File: config.mk
export PLATFORM = sky130hd
export DESIGN_NAME = mmct_channel
export DESIGN_NICKNAME = d
export VERILOG_FILES = /design/src/rtl/mmct_pkg.sv /design/src/rtl/mmct_prescaler.sv /design/src/rtl/mmct_edge_sync.sv /design/src/rtl/mmct_core.sv /design/src/rtl/mmct_channel.sv
export SDC_FILE = /design/constraint.sdc
export NUM_CORES = 1
export LEC_CHECK = 0
export ABC_AREA = 1
export CAP_MARGIN = 20
export CORE_ASPECT_RATIO = 0.6
export CORE_UTILIZATION = 52
export DETAILED_ROUTE_END_ITERATION = 10
export PLACE_DENSITY = 0.75
export RECOVER_POWER = 50
export SLEW_MARGIN = 40
export SYNTH_ARGS = -nofsm -noshare
export SYNTH_HDL_FRONTEND = slang
export SYNTH_SLANG_ARGS = --single-unit
File: constraint.sdc
create_clock -name clk -period 3 [get_ports clk]
set_clock_uncertainty 0.15 [all_clocks]
set_input_delay 0.45 -clock clk [delete_from_list [all_inputs] [get_ports clk]]
set_output_delay 0.45 -clock clk [all_outputs]
set_load 0.01 [all_outputs]
File: src/rtl/mmct_pkg.sv
package mmct_pkg;
  localparam logic [2:0] MD_PULSE   = 3'd0;
  localparam logic [2:0] MD_WAVE    = 3'd1;
  localparam logic [2:0] MD_EVENT   = 3'd2;
  localparam logic [2:0] MD_CAPTURE = 3'd3;
  localparam logic [2:0] MD_WDOG    = 3'd4;

  localparam logic [1:0] A_CTRL   = 2'd0;
  localparam logic [1:0] A_RELOAD = 2'd1;
  localparam logic [1:0] A_DIV    = 2'd2;

  typedef struct packed {
    logic       run;
    logic       up;
    logic [2:0] mode;
  } ctrl_t;

  function automatic logic mode_is_timed(input logic [2:0] m);
    return (m == MD_PULSE) || (m == MD_WAVE) || (m == MD_CAPTURE) || (m == MD_WDOG);
  endfunction
endpackage

File: src/rtl/mmct_prescaler.sv
module mmct_prescaler #(
  parameter int PSC_W   = 9,
  parameter int PSC_MIN = 4,
  parameter int PSC_MAX = 280
) (
  input  logic             clk,
  input  logic             rst_n,
  input  logic             run,
  input  logic             clear,
  input  logic [PSC_W-1:0] ratio_raw,
  output logic             tick
);
  localparam logic [PSC_W-1:0] LO = PSC_W'(PSC_MIN);
  localparam logic [PSC_W-1:0] HI = PSC_W'(PSC_MAX);

  function automatic logic [PSC_W-1:0] clamp_ratio(input logic [PSC_W-1:0] raw);
    if (raw < LO) return LO;
    if (raw > HI) return HI;
    return raw;
  endfunction

  logic [PSC_W-1:0] div_cnt;
  logic [PSC_W-1:0] last_val;
  logic             at_last;

  assign last_val = clamp_ratio(ratio_raw) - PSC_W'(1);
  assign at_last  = (div_cnt >= last_val);
  assign tick     = run && at_last;

  always_ff @(posedge clk or negedge rst_n) begin
    if (!rst_n)                 div_cnt <= '0;
    else if (!run || clear)     div_cnt <= '0;
    else if (at_last)           div_cnt <= '0;
    else                        div_cnt <= div_cnt + PSC_W'(1);
  end
endmodule

File: src/rtl/mmct_edge_sync.sv
module mmct_edge_sync #(
  parameter int STAGES = 2
) (
  input  logic clk,
  input  logic rst_n,
  input  logic din,
  output logic rise
);
  logic [STAGES:0] shreg;

  always_ff @(posedge clk or negedge rst_n) begin
    if (!rst_n) shreg <= '0;
    else        shreg <= {shreg[STAGES-1:0], din};
  end

  assign rise = shreg[STAGES-1] & ~shreg[STAGES];
endmodule

File: src/rtl/mmct_core.sv
module mmct_core
  import mmct_pkg::*;
#(
  parameter int CNT_W = 16
) (
  input  logic             clk,
  input  logic             rst_n,
  input  ctrl_t            ctrl,
  input  logic [CNT_W-1:0] reload,
  input  logic             gate_en,
  input  logic             tick,
  input  logic             evt_rise,
  input  logic             trig_rise,
  input  logic             cfg_load,
  input  logic             cfg_up,
  input  logic             svc_reload,
  output logic [CNT_W-1:0] count_q,
  output logic [CNT_W-1:0] cap_q,
  output logic             tc_q,
  output logic             wave_q,
  output logic             wdog_q,
  output logic             step,
  output logic             restart,
  output logic             cap_load
);
  function automatic logic [CNT_W-1:0] start_of(input logic up, input logic [CNT_W-1:0] rl);
    return up ? '0 : rl;
  endfunction

  function automatic logic at_terminal(input logic [CNT_W-1:0] c, input logic [CNT_W-1:0] rl,
                                       input logic up);
    return up ? (c >= rl) : (c == '0);
  endfunction

  function automatic logic [CNT_W-1:0] step_of(input logic [CNT_W-1:0] c, input logic up);
    return up ? c + CNT_W'(1) : c - CNT_W'(1);
  endfunction

  logic             active_q;
  logic             src;
  logic             pulse_fire;
  logic             term;
  logic [CNT_W-1:0] start_val;

  assign start_val  = start_of(ctrl.up, reload);
  assign term       = at_terminal(count_q, reload, ctrl.up);
  assign src        = (ctrl.mode == MD_EVENT) ? evt_rise : (mode_is_timed(ctrl.mode) && tick);
  assign pulse_fire = ctrl.run && (ctrl.mode == MD_PULSE) && trig_rise;
  assign step       = ctrl.run && gate_en && src && ((ctrl.mode != MD_PULSE) || active_q);
  assign restart    = cfg_load || svc_reload || pulse_fire;
  assign cap_load   = !cfg_load && ctrl.run && (ctrl.mode == MD_CAPTURE) && trig_rise;

  always_ff @(posedge clk or negedge rst_n) begin
    if (!rst_n) begin
      count_q  <= '0;
      cap_q    <= '0;
      tc_q     <= 1'b0;
      wave_q   <= 1'b0;
      wdog_q   <= 1'b0;
      active_q <= 1'b0;
    end else begin
      tc_q <= 1'b0;
      if (cfg_load) begin
        count_q  <= start_of(cfg_up, reload);
        wave_q   <= 1'b0;
        wdog_q   <= 1'b0;
        active_q <= 1'b0;
      end else if (svc_reload) begin
        count_q <= start_val;
        wdog_q  <= 1'b0;
      end else if (pulse_fire) begin
        count_q  <= start_val;
        active_q <= 1'b1;
        wave_q   <= 1'b1;
      end else if (step) begin
        if (term) begin
          count_q <= start_val;
          tc_q    <= 1'b1;
          unique case (ctrl.mode)
            MD_WAVE:  wave_q <= ~wave_q;
            MD_PULSE: begin
              wave_q   <= 1'b0;
              active_q <= 1'b0;
            end
            MD_WDOG:  wdog_q <= 1'b1;
            default:  ;
          endcase
        end else begin
          count_q <= step_of(count_q, ctrl.up);
        end
      end
      if (cap_load) cap_q <= count_q;
    end
  end
endmodule

File: src/rtl/mmct_channel.sv
module mmct_channel
  import mmct_pkg::*;
#(
  parameter int              CNT_W       = 16,
  parameter int              PSC_W       = 9,
  parameter int              PSC_MIN     = 4,
  parameter int              PSC_MAX     = 280,
  parameter int              SYNC_STAGES = 2,
  parameter logic [CNT_W-1:0] SERVICE_KEY = 16'h5AC3
) (
  input  logic             clk,
  input  logic             rst_n,
  input  logic             wr_en,
  input  logic [1:0]       wr_addr,
  input  logic [CNT_W-1:0] wr_data,
  input  logic             gate_en,
  input  logic             trig_in,
  input  logic             evt_in,
  output logic [CNT_W-1:0] count_value,
  output logic [CNT_W-1:0] cap_value,
  output logic             tc_pulse,
  output logic             wave_out,
  output logic             wdog_rst
);
  localparam int CTRL_W = $bits(ctrl_t);

  ctrl_t            ctrl_q;
  logic [CNT_W-1:0] reload_q;
  logic [PSC_W-1:0] div_q;

  logic is_key;
  logic cfg_load;
  logic svc_reload;
  logic tick_w;
  logic trig_rise_w;
  logic evt_rise_w;
  logic step_w;
  logic restart_w;
  logic cap_load_w;

  assign is_key     = (wr_data == SERVICE_KEY);
  assign cfg_load   = wr_en && (wr_addr == A_CTRL) && !is_key;
  assign svc_reload = wr_en && (wr_addr == A_CTRL) && is_key && (ctrl_q.mode == MD_WDOG);

  always_ff @(posedge clk or negedge rst_n) begin
    if (!rst_n) begin
      ctrl_q   <= '0;
      reload_q <= '0;
      div_q    <= '0;
    end else if (wr_en) begin
      if (cfg_load)                 ctrl_q   <= ctrl_t'(wr_data[CTRL_W-1:0]);
      if (wr_addr == A_RELOAD)      reload_q <= wr_data;
      if (wr_addr == A_DIV)         div_q    <= wr_data[PSC_W-1:0];
    end
  end

  mmct_prescaler #(.PSC_W(PSC_W), .PSC_MIN(PSC_MIN), .PSC_MAX(PSC_MAX)) u_div (
    .clk       (clk),
    .rst_n     (rst_n),
    .run       (ctrl_q.run),
    .clear     (cfg_load || svc_reload),
    .ratio_raw (div_q),
    .tick      (tick_w)
  );

  mmct_edge_sync #(.STAGES(SYNC_STAGES)) u_trig_sync (
    .clk(clk), .rst_n(rst_n), .din(trig_in), .rise(trig_rise_w)
  );

  mmct_edge_sync #(.STAGES(SYNC_STAGES)) u_evt_sync (
    .clk(clk), .rst_n(rst_n), .din(evt_in), .rise(evt_rise_w)
  );

  mmct_core #(.CNT_W(CNT_W)) u_core (
    .clk        (clk),
    .rst_n      (rst_n),
    .ctrl       (ctrl_q),
    .reload     (reload_q),
    .gate_en    (gate_en),
    .tick       (tick_w),
    .evt_rise   (evt_rise_w),
    .trig_rise  (trig_rise_w),
    .cfg_load   (cfg_load),
    .cfg_up     (wr_data[3]),
    .svc_reload (svc_reload),
    .count_q    (count_value),
    .cap_q      (cap_value),
    .tc_q       (tc_pulse),
    .wave_q     (wave_out),
    .wdog_q     (wdog_rst),
    .step       (step_w),
    .restart    (restart_w),
    .cap_load   (cap_load_w)
  );
endmodule

==> results.sh, run 1 <==
export IMPL_status="finished with violations"
export IMPL_violations="capacitance limit, slew limit, setup timing"
export IMPL_cpPeakStageDelay_ns=0.45
export IMPL_drcViolationCount=0
export IMPL_die_area_sq_um=11000
export IMPL_dieHeight_um=81.6
export IMPL_cts_hold_buf=0
export IMPL_antenna_left=0
export IMPL_vias=5215
export IMPL_syn_to_final_growth_pct=27.1
export IMPL_cp_max_fo=11
export IMPL_p_per_area_nw_per_um2=839
export IMPL_timing_final_ws_setup_ns=-0.145
export IMPL_start_util_pct=54.6
export IMPL_max_cap_violations=1
export IMPL_clockBufferDepth=2
export IMPL_grtUsageTotal_pct=28.7
export IMPL_fin_crit_sh_pct=105
export IMPL_clkTransAtPathRegs_ns=0.06
export IMPL_clk_latency_ns=0.34
export IMPL_setup_viol=21
export IMPL_synthArstFlopShare_pct=100
export IMPL_drtPass1Iterations=5
export IMPL_crit_top_cell="nand3_4"
export IMPL_routed_wl_um=15500
export IMPL_hpwlAfterDp_um=11200
export IMPL_setup_tns_ns=-2.34
export IMPL_finalCriticalPeriod_ns=3.15
export IMPL_syn_nets=785
export IMPL_hp_class="flop to flop"
export IMPL_final_cells=947
export IMPL_most_common_layout_cells="187 x nand2_1, 86 x inv_1, 81 x dfrtp_1"
export IMPL_maxSlewViolCount=82
export IMPL_drive_above_1_share_pct=18.1
export IMPL_maxSlewHeadroom_pct=-35.1
export IMPL_drt_iter0_drc=402
export IMPL_switching_share_pct=42.8
export IMPL_num_antenna_cells=0
export IMPL_postSynthCellCount=719
export IMPL_cts_sinks=81
export IMPL_synth_distinct_cells=45
export IMPL_grt_max_degree=82
export IMPL_ios=59
export IMPL_yosysWarnings=0
export IMPL_grt_pass1_vias=4797
export IMPL_power_frac_seq_pct=28.6
export IMPL_worst_ep_arrival_time_ns=3.23
export IMPL_vias_per_cell=5.51
export IMPL_vdd_drop_max_mv=0.459
export IMPL_cts_made_buffers=9
export IMPL_max_freq_mhz=318
export IMPL_r2r_setup_slack_ns=-0.15
export IMPL_dieWidth_um=135
export IMPL_hold_ws_ns=0.201
export IMPL_antenna_found_initial=1
export IMPL_synth_area_per_cell_sq_um=7.64
export IMPL_synth_area_leaders="dfrtp_1 37%, nand2_1 13%, ha_1 9.3%, inv_1 6.0%, o21ai_0 4.4%"
export IMPL_dp_cells=920
export IMPL_cpMaxStageDelayCell="dfrtp_1"
export IMPL_hold_violations=0
export IMPL_rows=28
export IMPL_grt_pass1_wl_um=23900
export IMPL_syn_area_sq_um=5490
export IMPL_worstMarginPinSlew_ns=2.03
export IMPL_setup_worst_path_start_class="flop"
export IMPL_synth_edf_count=0
export IMPL_synth_largest_area_cell="dfrtp_1"
export IMPL_p_int_mw=3.35
export IMPL_endpoint_kind="flop"
export IMPL_io_buffers=58
export IMPL_cts_tree="yes"
export IMPL_p_leak_nw=3.45
export IMPL_wl_per_cell_um=16.3
export IMPL_yosysSeqAreaShare_pct=36.9
export IMPL_routabilityCongestion=0.923
export IMPL_netlist_area_leader_share_pct=36.9
export IMPL_overflow=0
export IMPL_cts_root_buf="clkbuf_16"
export IMPL_core_sq_um=10100
export IMPL_cts_max_level=3
export IMPL_pwr_share_clk_pct=19.8
export IMPL_layout_commonest_cell="nand2_1"
export IMPL_critPathKind="flop to flop"
export IMPL_worstPathRequired_ns=3.08
export IMPL_power_switching_mw=2.50
export IMPL_ys_seq_elements=81
export IMPL_synth_ff_type="dfrtp_1"
export IMPL_nets=874
export IMPL_fin_util_pct=69.4
export IMPL_crit_chain="nor3_2 > nand3_4 > nand2_4 > inv_4 > nor2_4 > nand3_4 > nor3_4 > xor2_1 > ha_1 > a21oi_2 > o21a_1 > nand3_2 > nand2_2 > nand3_4 > clkbuf_16 > nor2_1 > a21oi_2"
export IMPL_combPwrFrac_pct=51.6
export IMPL_rsz0062_at_grt="yes"
-- power groups by stage --
| stage | clock network (mW) | registers (mW) | logic (mW) |
|---|---|---|---|
| 4_1_cts | 1.18 | 1.66 | 2.89 |
| 3_3_place_gp | 0 | 1.66 | 2.71 |
| 5_1_grt | 1.23 | 1.71 | 3.35 |
| 2_1_floorplan | 0 | 1.66 | 1.80 |
| 6_report | 1.16 | 1.67 | 3.02 |
| 3_5_place_dp | 0 | 1.67 | 2.81 |
-- critical path, delay by kind of cell (launching register included) --
family                   cells  cell delay, ns
adder cells (fa/ha/maj)      1            0.27
AND/OR/NAND/NOR             10            1.39
flip-flops                   1            0.45
AO/OA/AOI/OAI                3            0.36
XOR/XNOR                     1            0.17
buffers and inverters        2            0.25
-- Yosys cell counts, types with 2 or more instances --
library cell and number:
inv_1 88, nor3_1 8, buf_2 6, xor2_1 11
nand2_4 3, nor2_2 6, nand3b_1 2, nand2_2 5
buf_6 3, o21ai_2 10, nand2_1 192, dfrtp_1 81
nor3b_1 2, clkbuf_1 4, nand4_1 12, o21ai_0 48
nor2_1 54, a21oi_1 30, nand3_2 11, a21oi_2 4
xnor2_1 10, inv_2 13, ha_1 41, nor2_4 7
o21bai_1 2, nor4_1 2, nand3_1 44, o21ai_1 3
-- sequential cells by signal, summed over array words and instances, names as in the netlist --
signal and count:
u_core.wave_q 1, u_core.wdog_q 1, u_core.active_q 1, u_trig_sync.shreg 3, reload_q 16, u_core.tc_q 1
u_core.count_q 16, u_div.div_cnt 9, div_q 9, u_core.cap_q 16, u_evt_sync.shreg 3, ctrl_q 5
-- cells by family after synthesis --
kind of cell,count (synthesis),share of synthesized area (%)
adder cells (fa/ha/maj),42,9.71
XOR/XNOR,21,3.35
AO/OA/AOI/OAI,102,10.9
AND/OR/NAND/NOR,354,30.3
buffers and inverters,119,8.84
flip-flops,81,36.9
-- metal layers --
layer	global-route usage [%]	wire, um
met5	0	0
met4	8.09	246
met3	5.43	1380
met2	42.9	6630
met1	42.2	7210
-- worst paths after layout --
kind | start | end | cells past startpoint
hold / removal | u_evt_sync.shreg[0] | u_evt_sync.shreg[1] | 0
min in group asynchronous | rst_n | ctrl_q[2] | 1
max in group asynchronous | rst_n | u_core.count_q[1] | 1
setup reg to reg | div_q[1] | u_core.count_q[12] | 17
hold reg to reg | u_evt_sync.shreg[0] | u_evt_sync.shreg[1] | 0
setup / recovery | div_q[1] | u_core.count_q[12] | 17
-- repair_timing --
item	4_1_cts	5_1_grt
setup endpoints to repair	29	29
cloned	0	3
endpoints found under the hold margin	0	0
pin swaps	9	15
resized for setup	26	24
buffers inserted	3	6
-- metrics by stage --
stage | total power, mW | setup WS, ns | area (sq um)
2_1_floorplan | 3.46 | 0.115 | 5490
3_5_place_dp | 4.48 | -0.196 | 6340
4_1_cts | 5.73 | 0.00518 | 6780
5_1_grt | 6.29 | -0.296 | 6980
6_report | 5.86 | -0.145 | 6980
3_3_place_gp | 4.37 | -0.0227 | 6330
-- layout make-up --
class / count / area (sq um)
flip-flops and latches: 81 / 2030
clock buffers: 10 / 229
repair buffers: 92 / 882
fillers: 736 / 3070
clock inverters: 5 / 81.3
well taps: 135 / 169
inverters: 104 / 404
multi-input cells: 520 / 3190
No activity file was read; power rests on OpenSTA's default activity.
==> inputs of run 2 (changes only) <==
CORE_UTILIZATION = 53   (was 52)
PLACE_DENSITY = not set   (was 0.75)
PLACE_DENSITY_LB_ADDON = 0.05   (was not set)
SYNTH_HIERARCHICAL = 1   (was not set)
==> run 2 against run 1 <==
Compared with the run above: design area up 8.7%; die area rose by 8.5%; the flow still finishes with violations (capacitance limit, slew limit, setup timing); power increased by 10%; sequential power up 4%; global-route usage rose by 1.5 points; final cell count is 14% higher; synthesized cell count increased by 17%; clock power about the same.
==> results.sh, run 2 <==
export IMPL_grt_max_degree=82
export IMPL_p_int_mw=3.56
export IMPL_yosysWarnings=6
export IMPL_p_leak_nw=3.97
export IMPL_grt_pass1_vias=5388
export IMPL_status="finished with violations"
export IMPL_r2r_setup_slack_ns=-0.48
export IMPL_cpMaxStageDelayCell="dfrtp_1"
export IMPL_antenna_left=0
export IMPL_drcViolationCount=0
export IMPL_fin_area_sq_um=7590
export IMPL_fin_crit_sh_pct=116
export IMPL_vdd_drop_max_mv=0.452
export IMPL_rsz0062_at_grt="yes"
export IMPL_regArea_sq_um=2030
export IMPL_fin_util_pct=69.9
export IMPL_power_switching_mw=2.91
export IMPL_top_regs="reload_q: 16 flops, u_core/cap_q: 16 flops, u_core/count_q: 16 flops"
export IMPL_nFillCells=916
export IMPL_clockBufferDepth=2
export IMPL_reg2reg_to="u_core/count_q[11]"
export IMPL_setup_worst_path_start_class="flop"
export IMPL_drt_iter0_drc=406
export IMPL_path_delay_family="simple AND/OR/NAND/NOR gates"
export IMPL_path_buf_inv=7
export IMPL_combPwrFrac_pct=55.3
export IMPL_dp_cells=1053
export IMPL_critPathKind="flop to flop"
export IMPL_max_freq_mhz=287
export IMPL_maxSlewHeadroom_pct=-36.6
export IMPL_ios=59
export IMPL_hold_violations=0
export IMPL_antenna_found_initial=0
export IMPL_syn_to_final_growth_pct=24.7
export IMPL_place_ws_ns=-0.456
export IMPL_min_to="u_evt_sync/shreg[1]"
export IMPL_hold_ws_ns=0.199
export IMPL_drtPass1Iterations=5
export IMPL_synth_area_per_cell_sq_um=7.21
export IMPL_cpPeakStageDelay_ns=0.42
export IMPL_most_common_layout_cells="234 x nand2_1, 130 x inv_1, 81 x dfrtp_1"
export IMPL_hp_class="flop to flop"
export IMPL_r2r_cells=26
export IMPL_dieHeight_um=85.0
export IMPL_grtUsageTotal_pct=30.2
export IMPL_hpwlAfterDp_um=13100
export IMPL_placed_area_sq_um=6960
export IMPL_hold_start="u_evt_sync/shreg[0]"
export IMPL_syn_area_sq_um=6080
export IMPL_syn_nets=910
export IMPL_power_frac_seq_pct=26.9
export IMPL_num_antenna_cells=0
export IMPL_cts_root_buf="clkbuf_16"
export IMPL_worstPathRequired_ns=3.12
export IMPL_use_met1_pct=45.2
export IMPL_final_cells=1081
export IMPL_cts_hold_buf=0
export IMPL_pwr_share_clk_pct=17.8
export IMPL_rows=29
export IMPL_top_usage_layer="met1"
export IMPL_timing_final_ws_setup_ns=-0.479
export IMPL_use_met2_pct=43.2
export IMPL_switching_share_pct=45.0
export IMPL_cp_max_fo=8
export IMPL_routabilityCongestion=0.931
export IMPL_worst_ep_arrival_time_ns=3.60
export IMPL_vias=5788
export IMPL_multi_input_area_sq_um=3570
export IMPL_power_mw=6.47
export IMPL_cts_sinks=81
export IMPL_clk_latency_ns=0.34
export IMPL_die_area_sq_um=11900
export IMPL_p_per_area_nw_per_um2=852
export IMPL_endpoint_kind="flop"
export IMPL_cts_max_level=3
export IMPL_setup_tns_ns=-8.41
export IMPL_cts_made_buffers=9
export IMPL_maxSlewViolCount=82
export IMPL_cts_tree="yes"
export IMPL_met3_usage_pct=7.96
export IMPL_clkTransAtPathRegs_ns=0.06
export IMPL_max_cap_violations=1
export IMPL_vias_per_cell=5.35
export IMPL_finalCriticalPeriod_ns=3.48
export IMPL_io_buffers=58
export IMPL_postSynthCellCount=844
export IMPL_overflow=0
export IMPL_wl_per_cell_um=15.8
export IMPL_nets=1003
export IMPL_worstMarginPinSlew_ns=2.05
export IMPL_violations="capacitance limit, slew limit, setup timing"
export IMPL_drive_above_1_share_pct=20.9
export IMPL_start_util_pct=56.1
export IMPL_hold_depth=0
export IMPL_dieWidth_um=140
export IMPL_r2r_start="div_q[7]"
export IMPL_routed_wl_um=17100
export IMPL_core_sq_um=10800
export IMPL_layout_commonest_cell="nand2_1"
export IMPL_grt_pass1_wl_um=27600
export IMPL_setup_viol=20
run 2: cell type report:
type / instances / share of cell area, %
tap: 139 / 2.29
multi-input combinational: 596 / 47.0
sequential: 81 / 26.7
inverter: 149 / 7.41
clock buffer: 10 / 3.15
timing repair buffer: 100 / 12.4
clock inverter: 6 / 0.990
run 2: routing by layer:
layer  vias to the layer above  part of all wire (%)
li1                       2851                     -
met1                      2711                    51
met2                       209                    40
met3                        17                   8.2
met4                         0                  0.95
met5                         -                     0
run 2: what timing repair did:
| item | CTS | global route |
|---|---|---|
| gates resized for setup | 32 | 26 |
| pin swaps | 4 | 20 |
| gates cloned | 2 | 0 |
| endpoints found under the setup margin | 20 | 20 |
| setup buffers | 5 | 5 |
run 2: worst max-delay path by stage:
| stage | depth (start not counted) | slack, ns | start | endpoint |
|---|---|---|---|---|
| after floorplan | 30 | -0.29 | div_q[1] | u_core/count_q[3] |
| after global placement | 28 | -0.36 | div_q[3] | u_core/count_q[9] |
| after detailed placement | 26 | -0.46 | div_q[3] | u_core/count_q[11] |
| after CTS | 29 | -0.37 | div_q[2] | u_core/count_q[11] |
| after global routing | 28 | -0.67 | div_q[7] | u_core/count_q[15] |
| final | 26 | -0.48 | div_q[7] | u_core/count_q[11] |
run 2: power by group through the flow:
| stage | Sequential (mW) | Clock (mW) | Combinational [mW] |
|---|---|---|---|
| after floorplan | 1.69 | 0 | 2.18 |
| after detailed placement | 1.73 | 0 | 3.31 |
| after global routing | 1.76 | 1.21 | 3.97 |
| after CTS | 1.72 | 1.17 | 3.43 |
| final | 1.74 | 1.15 | 3.57 |
| after global placement | 1.72 | 0 | 3.20 |
==> inputs of run 3 (changes only) <==
TNS_END_PERCENT = 1   (was not set)
==> run 3 against run 2 <==
Compared with the run above: the run still ends with capacitance limit, slew limit, setup timing left; register-to-register slack about the same; utilization down 2.2 points; routed wire length shrank 6.3%; final cell count is 0.56% lower; design area shrank 3.2%; sequential power about the same; clock-buffer cell count unchanged; die area unchanged; largest power group unchanged; highest routed layer unchanged.
==> results.sh, run 3 (synthesized netlist as in run 2, its figures left out) <==
export IMPL_grt_pass1_wl_um=26700
export IMPL_dieWidth_um=140
export IMPL_hold_start="u_evt_sync/shreg[0]"
export IMPL_status="finished with violations"
export IMPL_rsz0062_at_grt="yes"
export IMPL_critPathKind="flop to flop"
export IMPL_drcViolationCount=0
export IMPL_grt_max_degree=82
export IMPL_setup_worst_path_start_class="flop"
export IMPL_antenna_left=0
export IMPL_top_usage_layer="met1"
export IMPL_num_antenna_cells=0
export IMPL_fin_crit_sh_pct=116
export IMPL_maxSlewViolCount=82
export IMPL_power_frac_seq_pct=27.4
export IMPL_wl_per_cell_um=14.9
export IMPL_cts_root_buf="clkbuf_16"
export IMPL_vdd_drop_max_mv=0.585
export IMPL_reg2reg_to="u_core/count_q[4]"
export IMPL_nets=997
export IMPL_die_area_sq_um=11900
export IMPL_drt_iter0_drc=526
export IMPL_start_util_pct=56.1
export IMPL_top_regs="reload_q: 16 flops, u_core/cap_q: 16 flops, u_core/count_q: 16 flops"
export IMPL_combPwrFrac_pct=54.2
export IMPL_worstMarginPinSlew_ns=2.03
export IMPL_syn_to_final_growth_pct=20.7
export IMPL_core_sq_um=10800
export IMPL_antenna_found_initial=0
export IMPL_cts_sinks=81
export IMPL_dieHeight_um=85.0
export IMPL_path_depth=28
export IMPL_io_buffers=58
export IMPL_r2r_cells=28
export IMPL_drtPass1Iterations=5
export IMPL_setup_viol=20
export IMPL_hp_class="flop to flop"
export IMPL_max_cap_violations=1
export IMPL_path_delay_family="simple AND/OR/NAND/NOR gates"
export IMPL_r2r_start="div_q[7]"
export IMPL_max_freq_mhz=289
export IMPL_cts_tree="yes"
export IMPL_power_switching_mw=2.77
export IMPL_switching_share_pct=44.4
export IMPL_maxSlewHeadroom_pct=-35.4
export IMPL_setup_tns_ns=-8.42
export IMPL_hold_violations=0
export IMPL_met3_usage_pct=5.87
export IMPL_grt_pass1_vias=5184
export IMPL_clk_latency_ns=0.34
export IMPL_routed_wl_um=16000
export IMPL_worstPathRequired_ns=3.08
export IMPL_p_int_mw=3.47
export IMPL_vias_per_cell=5.32
export IMPL_rows=29
export IMPL_worst_ep_arrival_time_ns=3.54
export IMPL_pwr_share_clk_pct=18.4
export IMPL_cts_max_level=3
export IMPL_hold_depth=0
export IMPL_r2r_setup_slack_ns=-0.47
export IMPL_use_met1_pct=45.0
export IMPL_use_met2_pct=40.0
export IMPL_violations="capacitance limit, slew limit, setup timing"
export IMPL_clockBufferDepth=2
export IMPL_path_buf_inv=6
export IMPL_cts_made_buffers=9
export IMPL_layout_commonest_cell="nand2_1"
export IMPL_min_to="u_evt_sync/shreg[1]"
export IMPL_power_mw=6.24
export IMPL_cpPeakStageDelay_ns=0.41
export IMPL_most_common_layout_cells="246 x nand2_1, 133 x inv_1, 81 x dfrtp_1"
export IMPL_p_per_area_nw_per_um2=851
export IMPL_cpMaxStageDelayCell="dfrtp_1"
export IMPL_grtUsageTotal_pct=28.7
export IMPL_nFillCells=908
export IMPL_drive_above_1_share_pct=16.8
export IMPL_hpwlAfterDp_um=12400
export IMPL_p_leak_nw=3.92
export IMPL_ios=59
export IMPL_crit_top_cell="nand2_1"
export IMPL_vias=5714
export IMPL_cp_max_fo=11
export IMPL_routabilityCongestion=0.953
export IMPL_clkTransAtPathRegs_ns=0.06
export IMPL_timing_final_ws_setup_ns=-0.466
export IMPL_endpoint_kind="flop"
export IMPL_overflow=0
export IMPL_finalCriticalPeriod_ns=3.47
run 3: changes by cell type in the layout (fill, tap and decap cells not counted), moves of 4 or more:
cell | before | now
a21oi_1 | 15 | 20
a21oi_2 | 18 | 13
ha_4 | 5 | 1
nand2_1 | 234 | 246
nand2_2 | 22 | 14
nand2_4 | 9 | 4
nor2_1 | 45 | 57
nor2_2 | 14 | 5
run 3: how the worst max path moves through the flow:
| stage | from | endpoint |
|---|---|---|
| 5_1_grt | div_q[5] | u_core/count_q[1] |
| 2_1_floorplan | div_q[7] | u_core/count_q[3] |
| 3_5_place_dp | div_q[7] | u_core/count_q[8] |
| 6_report | div_q[7] | u_core/count_q[4] |
| 4_1_cts | div_q[7] | u_core/count_q[4] |
| 3_3_place_gp | div_q[3] | u_core/count_q[6] |
run 3: area by class of cell:
class	instances	area [sq um]	share of cell area, %
multi-input cells	595	3400	46.3
flip-flops and latches	81	2030	27.6
repair buffers	95	870	11.8
inverters	149	559	7.62
clock buffers	10	239	3.25
well taps	139	174	2.37
clock inverters	6	75.1	1.02
run 3: repair_timing:
item / 4_1_cts / 5_1_grt
hold buffers: 0 / 0
gates resized for setup: 4 / 7
setup endpoints to repair: 20 / 28
pin swaps: 2 / 2
buffers inserted: 2 / 1
run 3: metrics by stage:
step / utilization [%] / instance area (sq um) / cells / hold WS (ns) / setup slack (ns)
floorplan: - / 6100 / 844 / 0.00441 / -0.316
global placement: 64.1 / 6960 / 1056 / 0.187 / -0.375
detailed placement: 64.2 / 6960 / 1056 / 0.189 / -0.511
CTS: 67.4 / 7310 / 1074 / 0.0361 / -0.461
global route: 67.7 / 7340 / 1075 / 0.206 / -0.809
finish: 67.7 / 7340 / 1075 / 0.202 / -0.466
run 3: metal layers:
| layer | routed length (um) | share of wire [%] |
|---|---|---|
| met4 | 116 | 0.73 |
| met2 | 6240 | 39 |
| met3 | 1180 | 7.4 |
| met5 | 0 | 0 |
| met1 | 8440 | 53 |
run 3: power groups by stage:
| stage | sequential (mW) | combinational (mW) | clock [mW] |
|---|---|---|---|
| 2_1_floorplan | 1.68 | 2.17 | 0 |
| 3_3_place_gp | 1.73 | 3.18 | 0 |
| 6_report | 1.71 | 3.38 | 1.15 |
| 5_1_grt | 1.75 | 3.79 | 1.21 |
| 4_1_cts | 1.71 | 3.31 | 1.16 |
| 3_5_place_dp | 1.73 | 3.28 | 0 |
run 3: worst register-to-register path: cells and delay by family (launching register included):
family | cells | cell delay, ns
buf+inv | 6 | 0.51
xor+xnor | 1 | 0.16
compound gates | 5 | 0.38
flops | 1 | 0.41
fa+ha+maj | 2 | 0.48
simple gates | 14 | 1.29
